<file path="config.mk">
export PLATFORM = sky130hd
export DESIGN_NAME = irq_prio_ctrl
export DESIGN_NICKNAME = d
export VERILOG_FILES = /design/src/rtl/irq_pkg.sv /design/src/rtl/irq_edge_latch.sv /design/src/rtl/irq_enable_regs.sv /design/src/rtl/irq_arbiter.sv /design/src/rtl/irq_prio_ctrl.sv
export SDC_FILE = /design/constraint.sdc
export NUM_CORES = 1
export LEC_CHECK = 0
export BUFFER_PORTS_ARGS = -buffer_cell sky130_fd_sc_hd__buf_2
export CAP_MARGIN = 25
export CORE_AREA = 2 2 54 51
export CTS_CLUSTER_DIAMETER = 80
export DETAILED_ROUTE_END_ITERATION = 7
export DIE_AREA = 0 0 56 53
export PLACE_DENSITY = 0.7
export SLEW_MARGIN = 20
export SYNTH_ARGS = -nofsm -noshare
export SYNTH_HDL_FRONTEND = slang
export SYNTH_SLANG_ARGS = --single-unit
</file>
<file path="constraint.sdc">
create_clock -name clk -period 1.08 [get_ports clk]
set_input_delay 0.216 -clock clk [delete_from_list [all_inputs] [get_ports clk]]
set_output_delay 0.216 -clock clk [all_outputs]
set_load 0.005 [all_outputs]
</file>
<file path="src/rtl/irq_pkg.sv">
`timescale 1ns/1ps
package irq_pkg;
  localparam int unsigned NMI_VECTOR = 32'h0054;
  localparam int unsigned MSK_VEC_BASE = 32'h002C;
  localparam int unsigned MSK_VEC_STEP = 32'h0008;

  // Vector of source index i; index 0 is the general source, nsrc-1 the non-maskable one.
  function automatic logic [31:0] src_vector(input int i, input int nsrc);
    if (i == nsrc - 1)
      return NMI_VECTOR;
    else if (i == 0)
      return 32'h0;
    else
      return MSK_VEC_BASE + MSK_VEC_STEP * (i - 1);
  endfunction
endpackage

</file>
<file path="src/rtl/irq_edge_latch.sv">
`timescale 1ns/1ps
module irq_edge_latch (
  input  logic clk,
  input  logic rst,
  input  logic din,
  input  logic clr,
  output logic pend
);
  logic din_q;
  logic rise;

  assign rise = din & ~din_q;

  always_ff @(posedge clk) begin
    if (rst) begin
      din_q <= 1'b0;
      pend  <= 1'b0;
    end else begin
      din_q <= din;
      if (rise)
        pend <= 1'b1;
      else if (clr)
        pend <= 1'b0;
    end
  end

  // a pending edge is kept until a clear arrives
  a_r4_latch_holds: assert property (@(posedge clk) disable iff (rst)
    pend && !clr |=> pend);
  // a clear while the input is low leaves nothing pending
  a_r3_clear_empties: assert property (@(posedge clk) disable iff (rst)
    clr && !din |=> !pend);
endmodule

</file>
<file path="src/rtl/irq_enable_regs.sv">
`timescale 1ns/1ps
module irq_enable_regs #(
  parameter int NMSK = 3
) (
  input  logic            clk,
  input  logic            rst,
  input  logic            ei,
  input  logic            di,
  input  logic            ack,
  input  logic            msk_wr,
  input  logic [NMSK-1:0] msk_data,
  output logic            ie,
  output logic [NMSK-1:0] mask
);
  always_ff @(posedge clk) begin
    if (rst) begin
      ie   <= 1'b0;
      mask <= '1;
    end else begin
      if (di || ack)
        ie <= 1'b0;
      else if (ei)
        ie <= 1'b1;
      if (msk_wr)
        mask <= msk_data;
    end
  end

  // any acknowledge leaves the global enable clear
  a_r10_ack_clears_ie: assert property (@(posedge clk) disable iff (rst)
    ack |=> !ie);
  // a mask load takes the supplied bits
  a_r7_mask_load: assert property (@(posedge clk) disable iff (rst)
    msk_wr |=> mask == $past(msk_data));
endmodule

</file>
<file path="src/rtl/irq_arbiter.sv">
`timescale 1ns/1ps
module irq_arbiter #(
  parameter int NSRC  = 5,
  parameter int VEC_W = 16
) (
  input  logic             clk,
  input  logic             rst,
  input  logic             boundary,
  input  logic             ack,
  input  logic [NSRC-1:0]  req,
  output logic             valid,
  output logic [NSRC-1:0]  src,
  output logic [VEC_W-1:0] vec,
  output logic             has_vec
);
  import irq_pkg::*;

  logic [VEC_W-1:0] vec_tbl [NSRC];
  logic [NSRC-1:0]  win;
  logic [VEC_W-1:0] win_vec;
  logic             win_has_vec;

  for (genvar g = 0; g < NSRC; g++) begin : g_vec
    assign vec_tbl[g] = VEC_W'(src_vector(g, NSRC));
  end

  always_comb begin
    win         = '0;
    win_vec     = '0;
    win_has_vec = 1'b0;
    for (int i = NSRC - 1; i >= 0; i--) begin
      if (req[i] && win == '0) begin
        win[i]      = 1'b1;
        win_vec     = vec_tbl[i];
        win_has_vec = (i != 0);
      end
    end
  end

  always_ff @(posedge clk) begin
    if (rst || ack) begin
      valid   <= 1'b0;
      src     <= '0;
      vec     <= '0;
      has_vec <= 1'b0;
    end else if (boundary) begin
      valid   <= |req;
      src     <= win;
      vec     <= win_vec;
      has_vec <= win_has_vec;
    end
  end

  // without a strobe or acknowledge the outputs hold
  a_r12_hold: assert property (@(posedge clk) disable iff (rst)
    !boundary && !ack |=> $stable(valid) && $stable(vec) && $stable(src));
  // the general source never reports a vector
  a_r11_gen_no_vec: assert property (@(posedge clk) disable iff (rst)
    valid && src[0] |-> !has_vec && vec == '0);
endmodule

</file>
<file path="src/rtl/irq_prio_ctrl.sv">
`timescale 1ns/1ps
module irq_prio_ctrl #(
  parameter int NUM_LVL = 2,
  parameter int VEC_W   = 16,
  localparam int NMSK   = NUM_LVL + 1,
  localparam int NSRC   = NUM_LVL + 3
) (
  input  logic             clk,
  input  logic             rst,
  input  logic             nmi_in,
  input  logic             edge_in,
  input  logic [NUM_LVL-1:0] lvl_in,
  input  logic             gen_in,
  input  logic             boundary,
  input  logic             ack,
  input  logic [NSRC-1:0]  ack_sel,
  input  logic             ei_cmd,
  input  logic             di_cmd,
  input  logic             msk_wr,
  input  logic [NMSK-1:0]  msk_data,
  input  logic             msk_clr_edge,
  output logic             irq_valid,
  output logic [NSRC-1:0]  irq_src,
  output logic [VEC_W-1:0] irq_vec,
  output logic             irq_has_vec,
  output logic             ie_flag
);
  localparam int IDX_NMI  = NSRC - 1;
  localparam int IDX_EDGE = NSRC - 2;

  logic            nmi_pend;
  logic            edge_pend;
  logic            nmi_clr;
  logic            edge_clr;
  logic            ie;
  logic [NMSK-1:0] mask;
  logic [NSRC-1:0] req;

  assign nmi_clr  = ack & ack_sel[IDX_NMI];
  assign edge_clr = (ack & ack_sel[IDX_EDGE]) | (msk_wr & msk_clr_edge);

  irq_edge_latch u_nmi_latch (
    .clk  (clk),
    .rst  (rst),
    .din  (nmi_in),
    .clr  (nmi_clr),
    .pend (nmi_pend)
  );

  irq_edge_latch u_edge_latch (
    .clk  (clk),
    .rst  (rst),
    .din  (edge_in),
    .clr  (edge_clr),
    .pend (edge_pend)
  );

  irq_enable_regs #(.NMSK(NMSK)) u_enable (
    .clk      (clk),
    .rst      (rst),
    .ei       (ei_cmd),
    .di       (di_cmd),
    .ack      (ack),
    .msk_wr   (msk_wr),
    .msk_data (msk_data),
    .ie       (ie),
    .mask     (mask)
  );

  assign req[IDX_NMI]  = nmi_pend & nmi_in;
  assign req[IDX_EDGE] = ie & edge_pend & ~mask[NUM_LVL];
  for (genvar j = 0; j < NUM_LVL; j++) begin : g_lvl
    assign req[j + 1] = ie & lvl_in[j] & ~mask[j];
  end
  assign req[0] = ie & gen_in;

  irq_arbiter #(.NSRC(NSRC), .VEC_W(VEC_W)) u_arb (
    .clk      (clk),
    .rst      (rst),
    .boundary (boundary),
    .ack      (ack),
    .req      (req),
    .valid    (irq_valid),
    .src      (irq_src),
    .vec      (irq_vec),
    .has_vec  (irq_has_vec)
  );

  assign ie_flag = ie;

  // a valid output names exactly one source
  a_r8_one_winner: assert property (@(posedge clk) disable iff (rst)
    irq_valid |-> $countones(irq_src) == 1);
  // no source is named while the output is invalid
  a_r12_idle_empty: assert property (@(posedge clk) disable iff (rst)
    !irq_valid |-> irq_src == '0);
  // acknowledge carries a one-hot select
  a_r3_ack_onehot: assert property (@(posedge clk) disable iff (rst)
    ack |-> $onehot0(ack_sel) && ack_sel != '0);
endmodule

</file>
==> metrics.csv, run 1 <==
metric,value,unit
cts.htree.levels,1,
die-height,53,um
critPathKind,register to register,
crit_arrival,1340,ps
postRouteWirelength,1700,um
tritoncts,yes,
post_synth.cell_area_avg,9.31,um2
grt_antenna_before_repair,0,
pre_cts_ws,-14.7,ps
crit_path_max_incr_delay,350,ps
synth_edf_count,0,
hold_start,di_cmd,
worstPathRequired,1310,ps
final.fill_count,259,
report.final.slew_viol_count,0,
floorplan.initialDensity,37.5,%
status,"finished, violations left",
bufs_on_longest_clock_path,2,
leakage,0.000525,uW
tritoncts.num_buffers,3,
vias_in_the_first_global_route,705,
synthDominantCellAreaShare,44.8,%
cellInternalPower,985,uW
final_cells,163,
placed_cell_area,1080,um2
syn2layout_area_growth,27.7,%
critical-path-top-cell-by-count,buf_6,
clock_sinks,20,
async_flop_share,0,%
final_cell_area,1140,um2
grt_start_max_net_pins,15,
avgViaCountPerCell,4.56,
drt_pass1_iterations,3,
dp_cells,158,
top_ff_cell_synth,dfxtp_1,
root_buffer,clkbuf_4,
rr_startpoint,u_enable.ie$_SDFFE_PP0P_,
fmax,904,MHz
drtIter0Drc,8,
final.setup.worst_slack,-25.8,ps
final_net_count,158,
buffer_ports.inserted,30,
setup_viol,2,
power.share.sequential,59.9,%
yosys_register_bits,20,
regToRegSetupSlack,-30,ps
place_hpwl,1330,um
clkTransAtPathRegs,100,ps
critPathMaxFanout,4,
rsz_0062_raised_after_global_routing,true,
drt-wirelength-per-cell,10.4,um
worst_hold_path.num_cells,2,
fin_setup_tns,-29.6,ps
top_library_cells_by_usage_in_the_layout_fill_and_taps_aside,"30 x buf_2, 18 x dfxtp_1, 11 x conb_1",
power.share.combinational,13.7,%
hold_path.class,input port to register,
drv.max_cap_violation_count,0,
critPathSlowestCell,dfxtp_2,
netlist-cell-type-count,31,
die-area,2970,um2
synth_area,893,um2
power.density_cell_area,1130,nW/um2
timing.rr.end,u_arb.vec[3]$_SDFFE_PP0P_,
place.gp.congestion,0.722,
critPathLaunchType,register,
floorplan.die.width,56,um
diodes_inserted,0,
grtUsageTotal,12.8,%
min_delay_worst_endpoint,u_enable.ie$_SDFFE_PP0P_,
yosysWarningCount,0,
post-route-period-util,102,%
clk_latency,290,ps
cell_by_cell_listing_of_the_critical_path,buf_6 -> buf_6 -> a21oi_4 -> nand3_2 -> a31oi_2,
grt_overflow,0,
yosys-top-cells-area,"dfxtp_1 45%, buf_4 10%, nor2b_1 6.3%",
failed_checks,negative setup slack,
worst_clock_skew,0.609,ps
design.portCount,45,
final_layout_size_suffix_gt1_share,40.7,%
timing.reg2reg.worst_path_depth,5,
commonest_non_fill_non_tap_cell_in_the_layout,buf_2,
core,2380,um2
yosysTopAreaCell,dfxtp_1,
report.final.hold_viol_count,0,
net_load_switching_power,308,uW
synth_sequential_area_ratio,44.8,%
grt_first_pass_wirelength,2950,um
row_cnt,17,
ant_nets,0,
final.min_clock_period,1110,ps
worst_hold_slack,65.7,ps
vias,744,
critical_path_sink_type,register,
drc,0,
net_sw_share,23.8,%
netlist_instances,96,
ir_drop,0.000745,V
clock_power_share,26.5,%
==> power groups by stage <==
stage / combinational, uW / sequential [uW] / clock [uW]
finish: 177 / 775 / 343
global route: 198 / 778 / 386
CTS: 174 / 775 / 354
detailed placement: 165 / 792 / 0
global placement: 161 / 791 / 0
floorplan: 116 / 792 / 0
==> timing repair <==
item | 4_1_cts | 5_1_grt
gates resized for setup | 7 | 2
buffers inserted | 2 | 0
hold buffers | 0 | 0
setup endpoints to repair | 5 | 8
pin swaps | 3 | 3
==> how the worst max path moves through the flow <==
stage                                  start                    endpoint
2_1_floorplan       u_enable.ie$_SDFFE_PP0P_  u_arb.has_vec$_SDFFE_PP0P_
3_5_place_dp   u_enable.mask[2]$_SDFFE_PP1P_  u_arb.has_vec$_SDFFE_PP0P_
5_1_grt        u_enable.mask[2]$_SDFFE_PP1P_   u_arb.vec[3]$_SDFFE_PP0P_
4_1_cts        u_enable.mask[2]$_SDFFE_PP1P_   u_arb.vec[3]$_SDFFE_PP0P_
6_report            u_enable.ie$_SDFFE_PP0P_   u_arb.vec[3]$_SDFFE_PP0P_
3_3_place_gp   u_enable.mask[2]$_SDFFE_PP1P_  u_arb.has_vec$_SDFFE_PP0P_
==> metal layers <==
layer	track usage, %	up-vias	part of all wire, %
met3	6.11	0	9.4
met4	1.19	0	0
met1	14.6	330	43
met2	22.5	29	47
li1	-	385	-
met5	0	-	0
==> registers in the layout, indices dropped and copies added, names as in the netlist <==
signal              cells
u_nmi_latch.pend        1
u_enable.mask           3
u_edge_latch.din_q      1
u_arb.src               5
u_edge_latch.pend       1
u_arb.has_vec           1
u_arb.vec               5
u_arb.valid             1
u_enable.ie             1
u_nmi_latch.din_q       1
==> metrics by stage <==
step                      util (%)  total power (uW)
after floorplan                  -               908
final                         47.9              1290
after detailed placement      45.2               956
after global routing          47.9              1360
after global placement        45.2               952
after CTS                     47.5              1300
==> Yosys cell counts, types with 2 or more instances <==
library cell,count
a31oi_1,2
a21oi_1,8
o21a_1,2
nor2_1,5
dfxtp_1,20
a211o_1,3
o21ai_0,3
nand2b_1,6
nor3_1,2
and2b_1,2
buf_4,12
buf_2,2
nand2_1,3
nor2b_1,9
==> cell type report <==
cell class | instances | area (um2) | share of cell area (%)
Clock buffer | 3 | 22.5 | 1.97
Multi-Input combinational cell | 71 | 440 | 38.6
Inverter | 1 | 3.75 | 0.329
Sequential cell | 20 | 403 | 35.3
Timing Repair Buffer | 40 | 236 | 20.7
Tap cell | 28 | 35.0 | 3.07
==> worst max-delay path, delay by kind of cell (launching register included) <==
| kind | cells | cell delay, ps |
|---|---|---|
| and+or+nand+nor | 1 | 110 |
| buffers and inverters | 2 | 230 |
| DFF | 1 | 350 |
| AOI/OAI and AO/OA | 2 | 350 |
==> kinds of logic after synthesis <==
logic type / after synthesis / share of synthesized area, %
compound gates: 25 / 19.9
flops: 20 / 44.8
simple gates: 35 / 23.3
other cells: 1 / 0.420
buf+inv: 15 / 11.6
No activity file was read; power rests on OpenSTA's default activity.
==> run 2: changes to the inputs <==
Settings changed: BUFFER_PORTS_ARGS -buffer_cell sky130_fd_sc_hd__buf_2 to -buffer_cell sky130_fd_sc_hd__buf_4, CORE_AREA 2 2 54 51 to 2 2 51 48, DIE_AREA 0 0 56 53 to 0 0 53 50, PLACE_DENSITY 0.7 to 0.75.
Clock period 1.08 ns to 1.02 ns, I/O delays scaled along.
==> metrics.csv, run 2 (synthesized netlist as in run 1, its figures left out) <==
metric,value,unit,change
commonest_non_fill_non_tap_cell_in_the_layout,buf_4,,
ir_drop,0.00104,V,+39%
ant_nets,0,,unchanged
final_net_count,156,,-1.3%
grt_start_max_net_pins,15,,unchanged
top_library_cells_by_usage_in_the_layout_fill_and_taps_aside,"37 x buf_4, 17 x dfxtp_1, 11 x conb_1",,
worst_hold_slack,52.9,ps,-12.9 ps
post-route-period-util,111,%,+8.8 points
bufs_on_longest_clock_path,2,,unchanged
vias_in_the_first_global_route,701,,-0.57%
design.portCount,45,,unchanged
leakage,0.000527,uW,+0.43%
final_layout_size_suffix_gt1_share,40.6,%,-0.14 points
drt-wirelength-per-cell,11.3,um,+8.8%
final.min_clock_period,1130,ps,+28.5 ps
failed_checks,negative setup slack,,
drt_pass1_iterations,3,,unchanged
floorplan.initialDensity,42.5,%,+5.0 points
critPathKind,register to register,,
clock_sinks,20,,unchanged
tritoncts,yes,,
avgViaCountPerCell,4.58,,+0.37%
rr_startpoint,u_enable.mask[2]$_SDFFE_PP1P_,,
timing.reg2reg.worst_path_depth,5,,unchanged
drc,0,,unchanged
grt_first_pass_wirelength,2900,um,-1.6%
final_cells,160,,-1.8%
clk_latency,290,ps,about the same
critPathLaunchType,register,,
worst_hold_path.num_cells,2,,unchanged
rsz_0062_raised_after_global_routing,true,,
min_delay_worst_endpoint,u_enable.ie$_SDFFE_PP0P_,,
met1_usage,18.1,%,+3.5 points
status,"finished, violations left",,
critPathMaxFanout,4,,unchanged
place.gp.congestion,0.763,,+5.7%
dp_cells,156,,-1.3%
hold_start,di_cmd,,
diodes_inserted,0,,unchanged
die-area,2650,um2,-11%
core,2100,um2,-12%
report.final.hold_viol_count,0,,unchanged
root_buffer,clkbuf_4,,
drtIter0Drc,8,,unchanged
die-height,50,um,-5.7%
report.final.slew_viol_count,0,,unchanged
clkTransAtPathRegs,100,ps,about the same
worstPathRequired,1240,ps,-70 ps
vias,733,,-1.5%
regToRegSetupSlack,-110,ps,-90 ps
place_hpwl,1410,um,+6.6%
grt_overflow,0,,unchanged
critical_path_sink_type,register,,
floorplan.die.width,53,um,-5.4%
setup_viol,8,,+6
top_registers,"u_arb.src: 5 flops, u_arb.vec: 5 flops, u_enable.mask: 3 flops",,
power.density_cell_area,1160,nW/um2,+1.9%
highest_utilization_routing_layer_at_the_global_route_stage,met2,,
syn2layout_area_growth,33.8,%,
fmax,882,MHz,-2.5%
tritoncts.num_buffers,3,,unchanged
grt_use_met3,4.55,%,-1.6 points
worst_clock_skew,5.97,ps,+5.36 ps
timing.rr.end,u_arb.vec[5]$_SDFFE_PP0P_,,
final.setup.worst_slack,-114,ps,-88.5 ps
drv.max_cap_violation_count,0,,unchanged
postRouteWirelength,1810,um,+6.8%
hold_path.class,input port to register,,
buffer_ports.inserted,30,,unchanged
row_cnt,16,,-1
grt_antenna_before_repair,0,,unchanged
grtUsageTotal,14.6,%,+1.9 points
final.fill_count,211,,-19%
crit_arrival,1360,ps,+20 ps
cts.htree.levels,1,,unchanged
gr-usage-met2,24.8,%,+2.2 points
## run 2: per-layer routing
layer,vias to the layer above,share of wire [%]
met5,-,0
met4,0,0.33
li1,378,-
met1,327,43
met2,26,50
met3,2,6.4
## run 2: per-stage QoR
| stage | worst slack (ps) | setup TNS, ps | utilization, % | total power [uW] | area [um2] |
|---|---|---|---|---|---|
| final | -114 | -348 | 56.8 | 1380 | 1190 |
| after global routing | -151 | -869 | 56.8 | 1450 | 1190 |
| after CTS | -80.3 | -361 | 55.7 | 1390 | 1170 |
| after detailed placement | -71.0 | -255 | 54.4 | 1040 | 1140 |
| after global placement | -39.0 | -129 | 54.4 | 1030 | 1140 |
| after floorplan | 19.0 | 0 | - | 962 | 932 |
## run 2: timing repair
action,in CTS,in global routing
resized for setup,2,6
buffers inserted,0,1
setup endpoints to repair,9,11
hold buffers,0,0
pin swaps,1,4
## run 2: area by class of cell
cell class	count	area, um2	share of cell area [%]
multi-input combinational	71	439	36.8
sequential	20	407	34.0
timing repair buffer	38	289	24.2
tap	27	33.8	2.83
clock buffer	3	22.5	1.88
inverter	1	3.75	0.314
## run 2: power breakdown
part | leakage, uW | internal (uW) | switching [uW]
Sequential | 0.000165 | 807 | 14.3
Combinational | 0.000349 | 116 | 89.3
Clock | 0.0000138 | 137 | 217
## run 2: critical path, stage by stage (launching register included)
cell and delay, ps:
dfxtp_2 330, and2b_2 260, a21oi_4 170, buf_4 140
o21ai_1 60, a31oi_1 110
## run 2: worst max-delay path by stage
stage | from | end | slack, ps
after floorplan | u_enable.mask[2]$_SDFFE_PP1P_ | u_arb.has_vec$_SDFFE_PP0P_ | 20
after global placement | u_enable.mask[2]$_SDFFE_PP1P_ | u_arb.vec[3]$_SDFFE_PP0P_ | -40
after detailed placement | u_enable.mask[2]$_SDFFE_PP1P_ | u_arb.vec[3]$_SDFFE_PP0P_ | -70
after CTS | u_enable.mask[2]$_SDFFE_PP1P_ | u_arb.vec[3]$_SDFFE_PP0P_ | -80
after global routing | u_enable.mask[2]$_SDFFE_PP1P_ | u_arb.vec[5]$_SDFFE_PP0P_ | -150
final | u_enable.mask[2]$_SDFFE_PP1P_ | u_arb.vec[5]$_SDFFE_PP0P_ | -110
==> run 3: changes to the inputs <==
Settings changed: CORE_AREA 2 2 51 48 to 2 2 52 49, DIE_AREA 0 0 53 50 to 0 0 54 51, PLACE_DENSITY 0.75 to 0.73, SYNTH_HIERARCHICAL set to 1.
==> metrics.csv, run 3 <==
metric,value,unit,change
status,"finished, violations left",,
failed_checks,negative setup slack,,
post-route-period-util,121,%,+10 points
top_library_cells_by_usage_in_the_layout_fill_and_taps_aside,"43 x buf_4, 15 x dfxtp_1, 11 x conb_1",,
drc,0,,unchanged
cell_by_cell_listing_of_the_critical_path,and3b_2 -> nor4b_4 -> and2_4 -> a211oi_2,,
place_hpwl,1390,um,-1.5%
power.density_cell_area,1100,nW/um2,-4.7%
ir_drop,0.000656,V,-37%
crit_arrival,1420,ps,+60 ps
place.gp.congestion,0.754,,-1.2%
critical_path_sink_type,register,,
grtUsageTotal,14.9,%,+0.32 points
buffer_and_inverter_count_on_the_worst_path,0,,-1
synth-adder-area-share,0,%,unchanged
fin_setup_tns,-1720,ps,-1380 ps
ant_nets,0,,unchanged
synth_sequential_area_ratio,43.8,%,-0.98 points
crit_path_max_incr_delay,340,ps,about the same
worst_hold_slack,47.5,ps,-5.39 ps
drtIter0Drc,9,,+1
design.portCount,45,,unchanged
die-height,51,um,+2.0%
drt-wirelength-per-cell,10.9,um,-3.9%
netlist_instances,97,,+1.0%
yosys-mux-area-fraction,0,%,unchanged
final_layout_size_suffix_gt1_share,46.5,%,+5.9 points
commonest_non_fill_non_tap_cell_in_the_layout,buf_4,,
totalPowerFinal,1420,uW,+2.5%
critPathSlowestCell,dfxtp_2,,
regToRegSetupSlack,-220,ps,-100 ps
tritoncts,yes,,
top_registers,"u_arb/src: 5 flops, u_arb/vec: 5 flops, u_enable/mask: 3 flops",,
synth_common_cells,"20 x dfxtp_1, 11 x buf_4, 9 x nand2b_1, 9 x nor2_1, 8 x nor2b_1",,
die-area,2750,um2,+3.9%
timing.rr.end,u_arb/valid$_SDFFE_PP0P_,,
row_cnt,17,,+1
timing.reg2reg.worst_path_depth,4,,-1
avgViaCountPerCell,4.59,,+0.28%
final_cells,170,,+6.3%
bufs_on_longest_clock_path,2,,unchanged
async_flop_share,0,%,unchanged
worst_clock_skew,1.10,ps,-4.87 ps
grt_first_pass_wirelength,2940,um,+1.4%
synthSimpleGateAreaFrac,29.7,%,+6.5 points
synthDominantCellAreaShare,43.8,%,-0.98 points
drt_pass1_iterations,4,,+1
diodes_inserted,0,,unchanged
pre_cts_ws,-230,ps,-159 ps
critPathKind,register to register,,
path_delay_family,simple AND/OR/NAND/NOR gates,,
setup_viol,10,,+2
worst_hold_path.num_cells,2,,unchanged
drv.max_cap_violation_count,0,,unchanged
buffer_ports.inserted,30,,unchanged
top_ff_cell_synth,dfxtp_1,,
rr_startpoint,u_enable/ie$_SDFFE_PP0P_,,
grt_overflow,0,,unchanged
leakage,0.000587,uW,+11%
yosys_register_bits,20,,unchanged
clkTransAtPathRegs,100,ps,about the same
floorplan.initialDensity,39.8,%,-2.7 points
critPathLaunchType,register,,
dp_cells,163,,+4.5%
synth_xor_xnor_area_share,0,%,unchanged
yosysMostFrequentCell,dfxtp_1,,
final.min_clock_period,1240,ps,+105 ps
report.final.slew_viol_count,0,,unchanged
synth_edf_count,0,,unchanged
clk_latency,300,ps,about the same
dominant_combinational_cell_family_by_area_after_synthesis,simple AND/OR/NAND/NOR gates,,
yosysTopAreaCell,dfxtp_1,,
post_synth.cell_area_avg,9.42,um2,+1.2%
vias,781,,+6.5%
min_delay_worst_endpoint,u_enable/ie$_SDFFE_PP0P_,,
syn2layout_area_growth,40.7,%,
rsz_0062_raised_after_global_routing,true,,
vias_in_the_first_global_route,730,,+4.1%
grt_antenna_before_repair,0,,unchanged
final.setup.worst_slack,-219,ps,-105 ps
grt_start_max_net_pins,13,,-2
hold_path.class,input port to register,,
yosysWarningCount,6,,+6
clock_sinks,20,,unchanged
root_buffer,clkbuf_4,,
worstPathRequired,1200,ps,-40 ps
tritoncts.num_buffers,3,,unchanged
yosys-top-cells-area,"dfxtp_1 44%, buf_4 9.0%, nand2b_1 6.2%",,
netlist-cell-type-count,28,,-9.7%
report.final.hold_viol_count,0,,unchanged
fmax,807,MHz,-8.5%
postRouteWirelength,1850,um,+2.1%
critPathMaxFanout,4,,unchanged
synth_compound_gate_area_share,13.2,%,-6.7 points
cts.htree.levels,1,,unchanged
floorplan.die.width,54,um,+1.9%
core,2300,um2,+9.3%
hold_start,di_cmd,,
synth_area,913,um2,+2.2%
final_net_count,165,,+5.8%
-- run 3: area by class of cell --
class / instances / area [um2]
Tap cell: 28 / 35.0
Inverter: 2 / 7.51
Timing Repair Buffer: 46 / 357
Clock buffer: 3 / 22.5
Fill cell: 226 / 1010
Multi-Input combinational cell: 71 / 457
Sequential cell: 20 / 407
-- run 3: power breakdown --
group          leakage, uW  total (uW)  switching (uW)  internal [uW]
Combinational     0.000409         224            88.3            136
Sequential        0.000164         823            12.5            811
Clock            0.0000138         367             230            138
-- run 3: layer usage --
layer / up-vias / GRT usage (%) / part of all wire [%]
met1: 349 / 16.9 / 42
met5: - / 0 / 0
met2: 32 / 25.0 / 49
met4: 0 / 10.0 / 2.2
li1: 396 / - / -
met3: 4 / 2.63 / 6.8
-- run 3: worst max-delay path by stage --
| stage | end | cells after the start | slack [ps] | start |
|---|---|---|---|---|
| 2_1_floorplan | u_arb/valid$_SDFFE_PP0P_ | 4 | -170 | u_enable/ie$_SDFFE_PP0P_ |
| 3_3_place_gp | u_arb/valid$_SDFFE_PP0P_ | 5 | -200 | lvl_in[1] |
| 3_5_place_dp | u_arb/valid$_SDFFE_PP0P_ | 5 | -230 | lvl_in[1] |
| 4_1_cts | u_arb/valid$_SDFFE_PP0P_ | 4 | -220 | u_enable/ie$_SDFFE_PP0P_ |
| 5_1_grt | u_arb/valid$_SDFFE_PP0P_ | 4 | -280 | u_enable/ie$_SDFFE_PP0P_ |
| 6_report | u_arb/valid$_SDFFE_PP0P_ | 4 | -220 | u_enable/ie$_SDFFE_PP0P_ |
-- run 3: logic make-up after synthesis --
family	count (synthesis)
AOI/OAI and AO/OA	17
buffers and inverters	16
other	1
and+or+nand+nor	43
DFF	20
-- run 3: per-stage QoR --
step / utilization, % / cell area [um2]
final: 55.9 / 1280
after CTS: 55.5 / 1270
after detailed placement: 52.0 / 1190
after global placement: 52.0 / 1190
after global routing: 55.9 / 1280
after floorplan: - / 955
-- run 3: timing repair --
action,CTS,global route
pin swaps,7,3
endpoints found under the setup margin,13,14
setup buffers,3,1
hold buffers,0,0
hold endpoints to repair,0,0
gates resized for setup,11,2
